`src/rtl/pic_cmd_pkg.sv`:
```
package pic_cmd_pkg;
    localparam int DW     = 8;
    localparam int LINES  = 8;
    localparam int LW     = $clog2(LINES);
    localparam int CODE_W = 3;
    localparam int OP_LSB = DW - CODE_W;

    // command-byte field positions
    localparam int B_INIT    = 4;
    localparam int B_MODECMD = 3;
    localparam int B_POLL    = 2;
    localparam int B_RSEL_EN = 1;
    localparam int B_RSEL    = 0;
    localparam int B_SMM_EN  = 6;
    localparam int B_SMM     = 5;
    localparam int B_NEED4   = 0;
    localparam int B_NESTED  = 4;
    localparam int B_AEOI    = 1;
    localparam int B_ROT     = DW - 1;

    typedef logic [DW-1:0]    byte_t;
    typedef logic [LW-1:0]    line_t;
    typedef logic [LINES-1:0] vec_t;

    typedef enum logic [1:0] {
        ST_RUN  = 2'd0,
        ST_BASE = 2'd1,
        ST_ADJ  = 2'd2,
        ST_MODE = 2'd3
    } init_step_e;

    typedef enum logic [CODE_W-1:0] {
        OP_ROT_OFF  = 3'd0,
        OP_EOI      = 3'd1,
        OP_NOP      = 3'd2,
        OP_EOI_LINE = 3'd3,
        OP_ROT_ON   = 3'd4,
        OP_EOI_ROT  = 3'd5,
        OP_SET_PRIO = 3'd6,
        OP_LINE_ROT = 3'd7
    } op_e;

    typedef struct packed {
        logic init;
        logic mode;
        logic op;
        logic data;
        logic rd;
    } access_t;

    typedef struct packed {
        logic auto_eoi;
        logic nested;
    } mode_t;

    function automatic vec_t line_bit(line_t l);
        return vec_t'(1) << l;
    endfunction

    function automatic line_t line_next(line_t l);
        return l + line_t'(1);
    endfunction

    function automatic byte_t base_of(byte_t d);
        return d & ~byte_t'(LINES - 1);
    endfunction
endpackage

```
`src/rtl/pic_access_dec.sv`:
```
module pic_access_dec
    import pic_cmd_pkg::*;
(
    input  logic    wr_en,
    input  logic    rd_en,
    input  logic    addr,
    input  byte_t   wdata,
    output access_t acc
);
    // one access per cycle; a write takes precedence over a read
    always_comb begin
        acc = '0;
        if (wr_en) begin
            if (addr)                  acc.data = 1'b1;
            else if (wdata[B_INIT])    acc.init = 1'b1;
            else if (wdata[B_MODECMD]) acc.mode = 1'b1;
            else                       acc.op   = 1'b1;
        end else if (rd_en) begin
            acc.rd = 1'b1;
        end
    end
endmodule

```
`src/rtl/pic_init_seq.sv`:
```
module pic_init_seq
    import pic_cmd_pkg::*;
(
    input  logic       clk,
    input  logic       rst,
    input  access_t    acc,
    input  byte_t      wdata,
    output byte_t      mask,
    output byte_t      base,
    output mode_t      mode,
    output logic       init_clr,
    output init_step_e step
);
    logic need4;

    always_ff @(posedge clk) begin
        if (rst) begin
            step     <= ST_RUN;
            need4    <= 1'b0;
            mask     <= '0;
            base     <= '0;
            mode     <= '0;
            init_clr <= 1'b0;
        end else begin
            init_clr <= acc.init;
            if (acc.init) begin
                step  <= ST_BASE;
                need4 <= wdata[B_NEED4];
                mask  <= '0;
                base  <= '0;
                mode  <= '0;
            end else if (acc.data) begin
                case (step)
                    ST_RUN:  mask <= wdata;
                    ST_BASE: begin
                        base <= base_of(wdata);
                        step <= ST_ADJ;
                    end
                    ST_ADJ:  step <= need4 ? ST_MODE : ST_RUN;
                    ST_MODE: begin
                        mode.nested   <= wdata[B_NESTED];
                        mode.auto_eoi <= wdata[B_AEOI];
                        step          <= ST_RUN;
                    end
                    default: step <= ST_RUN;
                endcase
            end
        end
    end

    p_init_clears_r1: assert property (@(posedge clk) disable iff (rst)
        acc.init |=> (mask == '0 && base == '0 && mode == '0 && step == ST_BASE && init_clr));

    p_base_step_r2: assert property (@(posedge clk) disable iff (rst)
        (acc.data && step == ST_BASE) |=> (step == ST_ADJ));

    p_mode_exit_r3: assert property (@(posedge clk) disable iff (rst)
        (acc.data && step == ST_MODE) |=> (step == ST_RUN));

    p_mask_frozen_r4: assert property (@(posedge clk) disable iff (rst)
        (step != ST_RUN && !acc.init) |=> $stable(mask));
endmodule

```
`src/rtl/pic_op_exec.sv`:
```
module pic_op_exec
    import pic_cmd_pkg::*;
(
    input  logic    clk,
    input  logic    rst,
    input  access_t acc,
    input  byte_t   wdata,
    input  logic    isr_top_vld,
    input  line_t   isr_top_line,
    output logic    rot_aeoi,
    output line_t   offset,
    output logic    read_sel,
    output logic    special_mask,
    output vec_t    isr_clr
);
    op_e   op;
    line_t cmd_line;

    assign op       = op_e'(wdata[DW-1:OP_LSB]);
    assign cmd_line = wdata[LW-1:0];

    always_ff @(posedge clk) begin
        if (rst) begin
            rot_aeoi     <= 1'b0;
            offset       <= '0;
            read_sel     <= 1'b0;
            special_mask <= 1'b0;
            isr_clr      <= '0;
        end else begin
            isr_clr <= '0;
            if (acc.init) begin
                rot_aeoi     <= 1'b0;
                offset       <= '0;
                read_sel     <= 1'b0;
                special_mask <= 1'b0;
            end else if (acc.mode) begin
                if (wdata[B_RSEL_EN]) read_sel     <= wdata[B_RSEL];
                if (wdata[B_SMM_EN])  special_mask <= wdata[B_SMM];
            end else if (acc.op) begin
                case (op)
                    OP_ROT_OFF, OP_ROT_ON: rot_aeoi <= wdata[B_ROT];
                    OP_EOI, OP_EOI_ROT: begin
                        if (isr_top_vld) begin
                            isr_clr <= line_bit(isr_top_line);
                            if (op == OP_EOI_ROT) offset <= line_next(isr_top_line);
                        end
                    end
                    OP_EOI_LINE: isr_clr <= line_bit(cmd_line);
                    OP_SET_PRIO: offset  <= line_next(cmd_line);
                    OP_LINE_ROT: begin
                        isr_clr <= line_bit(cmd_line);
                        offset  <= line_next(cmd_line);
                    end
                    default: ;
                endcase
            end
        end
    end

    p_nop_quiet_r6: assert property (@(posedge clk) disable iff (rst)
        (acc.op && op == OP_NOP) |=> ($stable(offset) && $stable(rot_aeoi) && isr_clr == '0));

    p_eoi_empty_r7: assert property (@(posedge clk) disable iff (rst)
        (acc.op && (op == OP_EOI || op == OP_EOI_ROT) && !isr_top_vld) |=> (isr_clr == '0));

    p_prio_noclr_r8: assert property (@(posedge clk) disable iff (rst)
        (acc.op && op == OP_SET_PRIO) |=> (isr_clr == '0));

    p_clr_single_r7: assert property (@(posedge clk) disable iff (rst)
        $onehot0(isr_clr));
endmodule

```
`src/rtl/pic_read_path.sv`:
```
module pic_read_path
    import pic_cmd_pkg::*;
(
    input  logic    clk,
    input  logic    rst,
    input  access_t acc,
    input  byte_t   wdata,
    input  logic    addr,
    input  logic    read_sel,
    input  byte_t   mask,
    input  vec_t    irr_in,
    input  vec_t    isr_in,
    input  logic    win_vld,
    input  line_t   win_line,
    output byte_t   rdata,
    output logic    rvalid,
    output vec_t    irr_clr,
    output vec_t    isr_clr
);
    logic poll;

    always_ff @(posedge clk) begin
        if (rst) begin
            poll    <= 1'b0;
            rdata   <= '0;
            rvalid  <= 1'b0;
            irr_clr <= '0;
            isr_clr <= '0;
        end else begin
            rvalid  <= acc.rd;
            irr_clr <= '0;
            isr_clr <= '0;
            if (acc.init) begin
                poll <= 1'b0;
            end else if (acc.mode && wdata[B_POLL]) begin
                poll <= 1'b1;
            end
            if (acc.rd) begin
                if (poll) begin
                    poll <= 1'b0;
                    if (win_vld) begin
                        rdata   <= byte_t'(win_line);
                        irr_clr <= line_bit(win_line);
                        isr_clr <= line_bit(win_line);
                    end else begin
                        rdata <= byte_t'(LINES - 1);
                    end
                end else begin
                    rdata <= addr ? mask : (read_sel ? isr_in : irr_in);
                end
            end
        end
    end

    p_poll_disarm_r9: assert property (@(posedge clk) disable iff (rst)
        acc.rd |=> !poll);

    p_poll_idle_r9: assert property (@(posedge clk) disable iff (rst)
        (acc.rd && poll && !win_vld) |=> (irr_clr == '0 && rdata == byte_t'(LINES - 1)));

    p_rvalid_on_r11: assert property (@(posedge clk) disable iff (rst)
        acc.rd |=> rvalid);

    p_rvalid_off_r11: assert property (@(posedge clk) disable iff (rst)
        !acc.rd |=> !rvalid);
endmodule

```
`src/rtl/pic_cmd_port.sv`:
```
module pic_cmd_port
    import pic_cmd_pkg::*;
(
    input  logic                  clk,
    input  logic                  rst,
    input  logic                  wr_en,
    input  logic                  rd_en,
    input  logic                  addr,
    input  logic [DW-1:0]         wdata,
    input  logic [LINES-1:0]      irr_in,
    input  logic [LINES-1:0]      isr_in,
    input  logic                  win_vld,
    input  logic [LW-1:0]         win_line,
    input  logic                  isr_top_vld,
    input  logic [LW-1:0]         isr_top_line,
    output logic [DW-1:0]         mask_o,
    output logic [DW-1:0]         vec_base_o,
    output logic                  auto_eoi_o,
    output logic                  nested_o,
    output logic                  special_mask_o,
    output logic                  rot_aeoi_o,
    output logic [LW-1:0]         rot_offset_o,
    output logic                  init_clr_o,
    output logic [LINES-1:0]      isr_clr_o,
    output logic [LINES-1:0]      irr_clr_o,
    output logic [DW-1:0]         rdata_o,
    output logic                  rvalid_o
);
    access_t    acc;
    mode_t      mode;
    init_step_e step;
    logic       read_sel;
    vec_t       op_isr_clr;
    vec_t       poll_isr_clr;

    pic_access_dec u_dec (
        .wr_en (wr_en),
        .rd_en (rd_en),
        .addr  (addr),
        .wdata (wdata),
        .acc   (acc)
    );

    pic_init_seq u_init (
        .clk      (clk),
        .rst      (rst),
        .acc      (acc),
        .wdata    (wdata),
        .mask     (mask_o),
        .base     (vec_base_o),
        .mode     (mode),
        .init_clr (init_clr_o),
        .step     (step)
    );

    pic_op_exec u_op (
        .clk          (clk),
        .rst          (rst),
        .acc          (acc),
        .wdata        (wdata),
        .isr_top_vld  (isr_top_vld),
        .isr_top_line (isr_top_line),
        .rot_aeoi     (rot_aeoi_o),
        .offset       (rot_offset_o),
        .read_sel     (read_sel),
        .special_mask (special_mask_o),
        .isr_clr      (op_isr_clr)
    );

    pic_read_path u_rd (
        .clk      (clk),
        .rst      (rst),
        .acc      (acc),
        .wdata    (wdata),
        .addr     (addr),
        .read_sel (read_sel),
        .mask     (mask_o),
        .irr_in   (irr_in),
        .isr_in   (isr_in),
        .win_vld  (win_vld),
        .win_line (win_line),
        .rdata    (rdata_o),
        .rvalid   (rvalid_o),
        .irr_clr  (irr_clr_o),
        .isr_clr  (poll_isr_clr)
    );

    assign auto_eoi_o = mode.auto_eoi;
    assign nested_o   = mode.nested;
    assign isr_clr_o  = op_isr_clr | poll_isr_clr;

    p_clr_disjoint_r11: assert property (@(posedge clk) disable iff (rst)
        (op_isr_clr & poll_isr_clr) == '0);

    p_init_pulse_r11: assert property (@(posedge clk) disable iff (rst)
        init_clr_o |=> (!init_clr_o || $past(acc.init)));

    p_init_step_r1: assert property (@(posedge clk) disable iff (rst)
        init_clr_o |-> (step == ST_BASE || $past(acc.data)));
endmodule

```
`config.mk`:
```
export PLATFORM = sky130hd
export DESIGN_NAME = pic_cmd_port
export DESIGN_NICKNAME = d
export VERILOG_FILES = /design/src/rtl/pic_cmd_pkg.sv /design/src/rtl/pic_access_dec.sv /design/src/rtl/pic_init_seq.sv /design/src/rtl/pic_op_exec.sv /design/src/rtl/pic_read_path.sv /design/src/rtl/pic_cmd_port.sv
export SDC_FILE = /design/constraint.sdc
export NUM_CORES = 1
export LEC_CHECK = 0
export ABC_CLOCK_PERIOD_IN_PS = 1900
export BUFFER_PORTS_ARGS = -buffer_cell sky130_fd_sc_hd__clkbuf_2
export CORE_ASPECT_RATIO = 0.8
export CORE_MARGIN = 1.5
export CORE_UTILIZATION = 48
export DETAILED_ROUTE_END_ITERATION = 7
export PLACE_DENSITY = 0.79
export SLEW_MARGIN = 10
export SYNTH_ARGS = -nofsm -noshare
export SYNTH_HDL_FRONTEND = slang
export SYNTH_SLANG_ARGS = --single-unit
export TNS_END_PERCENT = 5
```
`constraint.sdc`:
```
create_clock -name clk -period 1.9 [get_ports clk]
set_input_delay 0.19 -clock clk [delete_from_list [all_inputs] [get_ports clk]]
set_output_delay 0.19 -clock clk [all_outputs]
set_load 0.02 [all_outputs]
```
# After elaboration in Yosys (flattened, before gate mapping)
# Cells that the tools add are included.
# word_totals
word_cells	88
ff_bits	51
input_bits	37
output_inout_bits	49
# op_classes
n_addsub	2
n_eq_ne	11
n_reduce_logical	23
n_bitwise	6
shifts	3
n_mux	26
# op_table
cell	count
$mux W8	4
$shl A1 B3 Y8 const A	3
$pmux W8 S2	1
$reduce_and A2 Y1	7
$eq A3 B3 Y1 const B	4
$mux W1	12
$mux W3	4
$reduce_or A2 Y1	5
$or A8 B8 Y8	1
$reduce_or A4 Y1	2
$add A3 B1 Y3 const B	2
$pmux W2 S3	1
$pmux W3 S2	1
$not A1 Y1	5
$reduce_and A5 Y1	1
$eq A2 B2 Y1 const B	2
$mux W2	2
$mux W4	1
$reduce_bool A2 Y1	2
$reduce_bool A4 Y1	1
$eq A3 B1 Y1 const B	1
$eq A3 B2 Y1 const B	1
$logic_not A3 Y1	1
$reduce_and A3 Y1	1
6 further kinds	6

# Longest topological paths before layout
# logic_depth
word_depth	9
depth_mapped	7
ltp_nobuf	6

# By module
# Synthesis repeated with hierarchy kept, for this count alone.
# unflattened
hier_cells	276
hier_area_um2	2524.9
# by_module_without_submodules
module	seq_area_each_um2	area_per_inst_um2	cells_each	instances
pic_init_seq	380.4	860.8	97	1
pic_read_path	360.3	849.6	86	1
pic_op_exec	280.3	715.7	80	1
pic_cmd_port	0.0	50.0	8	1
pic_access_dec	0.0	48.8	5	1

# Worst setup path after synthesis
# Ideal clock, no wire load.
# synth_timing
kind	input to register
from	input port wdata[6]
to	register u_op.offset[2]
required_time_ps	1830
setup_time_ps	70
slack_ps	353
t_arrival_ps	1477
n_path_buf	1
cell_stages	7
path_cell_list	buf_2 -> nand2_1 -> mux2_2 -> ha_1 -> o21ai_0 -> or3b_1 -> a21oi_1
# synth_between
elab_chain_cells	4
elab_cells_between_ends	11
cone_classes	eq/ne (6); mux (1); reduce/logical (4)
# synth_lines
item	line	rtl
start, declared	pic_cmd_port.sv:9	input logic [DW-1:0] wdata,
$eq A3 B1 Y1 (tied with other cells)	pic_op_exec.sv:40	case (op)
$reduce_or A2 Y1 (on tied branches)	-	
$ne A2 B1 Y1 (no line) (tied with other cells)	-	
$reduce_and A5 Y1 (no line)	-	
end signal, assigned	pic_op_exec.sv:45	if (op == OP_EOI_ROT) offset <= line_next(isr_top_line);
end signal, assigned	pic_op_exec.sv:49	OP_SET_PRIO: offset <= line_next(cmd_line);
end signal, assigned	pic_op_exec.sv:52	offset <= line_next(cmd_line);
end, declared	pic_op_exec.sv:11	output line_t offset,
# Several ways; a longest one is shown, not always the timed one.
# A chain may end at the register's enable or synchronous reset.

# Final worst setup path
# layout_timing
from	register u_op.read_sel
to	register u_rd.rdata[2]
# layout_between
elab_chain_cells	3
# layout_lines
item	line	rtl
start, declared	pic_op_exec.sv:12	output logic read_sel,
start signal, assigned	pic_op_exec.sv:37	if (wdata[B_RSEL_EN]) read_sel <= wdata[B_RSEL];
$mux W8 (2 in a row)	pic_read_path.sv:49	rdata <= addr ? mask : (read_sel ? isr_in : irr_in);
$mux W8	pic_read_path.sv:39	if (poll) begin
end signal, assigned	pic_read_path.sv:42	rdata <= byte_t'(win_line);
end signal, assigned	pic_read_path.sv:46	rdata <= byte_t'(LINES - 1);
end signal, assigned	pic_read_path.sv:49	
end, declared	pic_read_path.sv:15	output byte_t rdata,
# Every way passes these cells.

==> key figures <==
Finish
  • Final #Nets: 362
  • Number of antenna diodes: 0
  • Layout filler cell count: 410
  • Area delta synth->final: 26.05%
  • Final Cell Area: 2828 um2
  • Share of layout cells above drive strength 1: 0.3569

GRT
  • Pin count of the biggest net entering global routing: 22
  • Antenna violations before repair: 0
  • Overall Global Routing Usage: 0.2048
  • Vias in the first global route: 1,804
  • GRT overflow: 0
  • First-pass GRT wire length: 8.245 mm

Clock tree
  • Setup bufs post-CTS: 0
  • CTS resizes: 0
  • Root Buffer: clkbuf_8
  • TritonCTS buffer count: 5
  • CTS tree: done
  • CTS clk-pin slew, worst paths: ~0.090 ns
  • Clock sinks: 51
  • H-tree levels: 2
  • Post-CTS Hold Buffers: 0
  • Clock latency on the worst-skew pair: 0.30 ns
  • Maximum clock path buffer count: 2

Setup path
  • Critical path arrival: about 1.6 ns
  • FF-to-FF Start: u_op.read_sel$_SDFFE_PP0P_
  • CP max FO: 5
  • FF-to-FF path depth: 4
  • Worst Path Required: between 2 and 2.5 ns
  • Crit Path Class: reg2reg
  • R2r setup slk: 0.46 ns
  • Reg2reg end: u_rd.rdata[2]$_SDFFE_PP0N_
  • Worst setup EP type: flip-flop
  • CP Launch Type: flip-flop

Yosys
  • Synth top cells by count: dfxtp_1 (51), nor2_1 (39), mux2i_1 (23)
  • Flop and latch count out of synthesis: 51
  • Yosys top cell by area: dfxtp_1
  • Top cells by area, synth: dfxtp_1 (46%), mux2i_1 (10%), nor2_1 (6.5%)
  • Mapped Avg Cell Area: between 9 and 10 um2
  • Mapped Area: 2243 um2
  • Ys async rst share: 0
  • Ys Warns: 0
  • Share of Yosys cell area claimed by the top area cell type: 0.4551
  • Post-synth EDFFs: 0
  • Sequential fraction of the synthesis area: 0.4551
  • Synth unique cells: 36
  • Top-count cell post-synth: dfxtp_1
  • Primary FF master, synth: dfxtp_1
  • Post-Syn Instances: between 200 and 250

Drt
  • Met3 WL: 338 um
  • Routed wire length: 5.020 mm
  • Via Count: 2,002
  • Uppermost layer routed: met4
  • Initial DRC Count: 110
  • Average wire per standard cell: between 10 and 15 um
  • Via density: ~5.2
  • Detailed Routing Iterations Pass 1: 4
  • DRC viols: 0
  • Met2 wire length: 2.221 mm
  • M1 WL: roughly 2.4 mm
  • Remaining antenna violation count: 0

Placement
  • Post-DP HPWL: 3.889 mm
  • Placed Area: 2691 um2
  • Port buffer count: slightly above 80
  • Pre-CTS WS: 0.2408 ns
  • Placer Congestion: 0.7785

Floorplanning
  • Core ar.: about 4500 um2
  • Starting Density: 0.4939
  • Vert. Die Dim: 64.15 um
  • Die area: a little over 5000 um2
  • Die width: 79.44 um
  • Rows: 22
  • # IOs: 86

STA
  • Min Tclk post-route: 1.444 ns
  • Slew HR: 0.6378
  • Clk_skew: approximately 0.0054 ns
  • Final hold viol count: 0
  • WHS: 0.1686 ns
  • Post-route setup slack: 0.4562 ns
  • Setup_tns: 0 ns
  • Slew Limit Fails: 0
  • RSZ-0062 raised after global routing: false
  • Worst-Margin Slew: approximately 0.54 ns
  • Final setup vio count: 0
  • Max Clk Rate: 692.6 MHz
  • Final period util: 0.7599

Pwr
  • Pwr Density: 788.8 nW/um2
  • Switch share: 0.2307
  • Clock power share: 0.393
  • Psw: 514.6 uW
  • Peak VDD IR: 494.3 uV
  • Gate power share: 0.111
  • Part of the power in registers: 0.496
  • Cell Int Power: 1.716 mW
  • Total Power: between 2 and 2.5 mW
  • Lkg Pwr: 1.321 nW

Worst hold path
  • Worst Hold End: u_rd.irr_clr[5]$_SDFF_PP0_
  • Hold wc startpoint: win_line[1]
  • Worst hold path class: in2reg
  • Min-Delay Path Depth: 2

Flow run
  • Max cap viols: 0

Status
  • Outcome: complete, no violations
[routing by layer]
metal,track usage,vias up
li1,-,1002
met1,0.2761,919
met2,0.3305,77
met3,0.05714,4
met4,0.03509,0
met5,0,-
[flip-flops by register name, indices dropped and copies added (netlist names)]
| register | count |
|---|---|
| u_op.read_sel | 1 |
| u_init.base | 5 |
| u_init.mask | 8 |
| u_init.mode | 2 |
| u_op.offset | 3 |
| u_rd.rvalid | 1 |
| u_init.need4 | 1 |
| u_op.special_mask | 1 |
| u_rd.irr_clr | 8 |
| u_rd.rdata | 8 |
| u_init.step | 2 |
| u_rd.poll | 1 |
| u_op.rot_aeoi | 1 |
| u_op.isr_clr | 8 |
| u_init.init_clr | 1 |
[logic make-up (layout without fill, tap and decap cells)]
group	count (synthesis)	count (layout)	share of synthesized area
AND/OR/NAND/NOR	110	110	0.2593
flip-flops	51	51	0.4551
AO/OA/AOI/OAI	32	32	0.09203
multiplexers	32	32	0.1478
buffers and inverters	18	96	0.03848
adder cells (fa/ha/maj)	1	1	0.005576
other	1	3	0.001672
[through the flow]
step           utilization  cells
2_1_floorplan            -    247
3_3_place_gp        0.5926    377
3_5_place_dp        0.5926    377
4_1_cts             0.6226    385
5_1_grt             0.6226    385
6_report            0.6226    385
[worst max-delay path, cell delays in order (launching register included)]
cell and delay [ns]:
dfxtp_1 0.46, mux2_2 0.36, mux2_2 0.25, o221ai_1 0.20, nand2_1 0.07
[power groups by stage]
stage,combinational (mW),sequential [mW],clock [mW]
3_3_place_gp,0.242,1.13,0
4_1_cts,0.248,1.11,0.896
2_1_floorplan,0.139,1.15,0
5_1_grt,0.272,1.11,0.945
6_report,0.248,1.11,0.876
3_5_place_dp,0.248,1.13,0
[final cells by class]
cell class / count / area [um2] / share of cell area
well taps: 60 / 75.07 / 0.02655
inverters: 1 / 3.754 / 0.001327
flip-flops and latches: 51 / 1021 / 0.3611
repair buffers: 87 / 447.9 / 0.1584
multi-input cells: 178 / 1144 / 0.4044
clock inverters: 3 / 67.56 / 0.02389
clock buffers: 5 / 68.82 / 0.02434
[placed cells by master (no fill, tap or decap), types with 2 or more instances in the layout]
cell type / synthesis / final
o21ai_0: 7 / 7
bufinv_16: 0 / 2
nand3b_1: 6 / 6
nand3_1: 6 / 6
nand2_1: 22 / 22
and3b_1: 2 / 2
clkbuf_8: 0 / 5
nand2b_1: 2 / 2
or2_2: 8 / 8
buf_4: 4 / 5
mux2i_1: 23 / 23
nor2_1: 39 / 39
dfxtp_1: 51 / 51
mux2_2: 9 / 9
a22oi_1: 11 / 11
nor2b_1: 5 / 5
o221ai_1: 3 / 3
conb_1: 1 / 3
nor3_1: 5 / 5
clkbuf_2: 0 / 82
nor3b_1: 4 / 4
a21oi_1: 8 / 8
and3_1: 3 / 3
[worst max-delay path by stage]
stage / start / to / cells past startpoint
after global placement: wdata[7] / u_op.offset[2]$_SDFFE_PP0P_ / 7
final: u_op.read_sel$_SDFFE_PP0P_ / u_rd.rdata[2]$_SDFFE_PP0N_ / 4
after detailed placement: wdata[7] / u_op.offset[2]$_SDFFE_PP0P_ / 7
after floorplan: wdata[6] / u_op.offset[2]$_SDFFE_PP0P_ / 7
after global routing: u_op.read_sel$_SDFFE_PP0P_ / u_rd.rdata[2]$_SDFFE_PP0N_ / 4
after CTS: u_op.read_sel$_SDFFE_PP0P_ / u_rd.rdata[2]$_SDFFE_PP0N_ / 4
(Power assumes the default switching activity.)
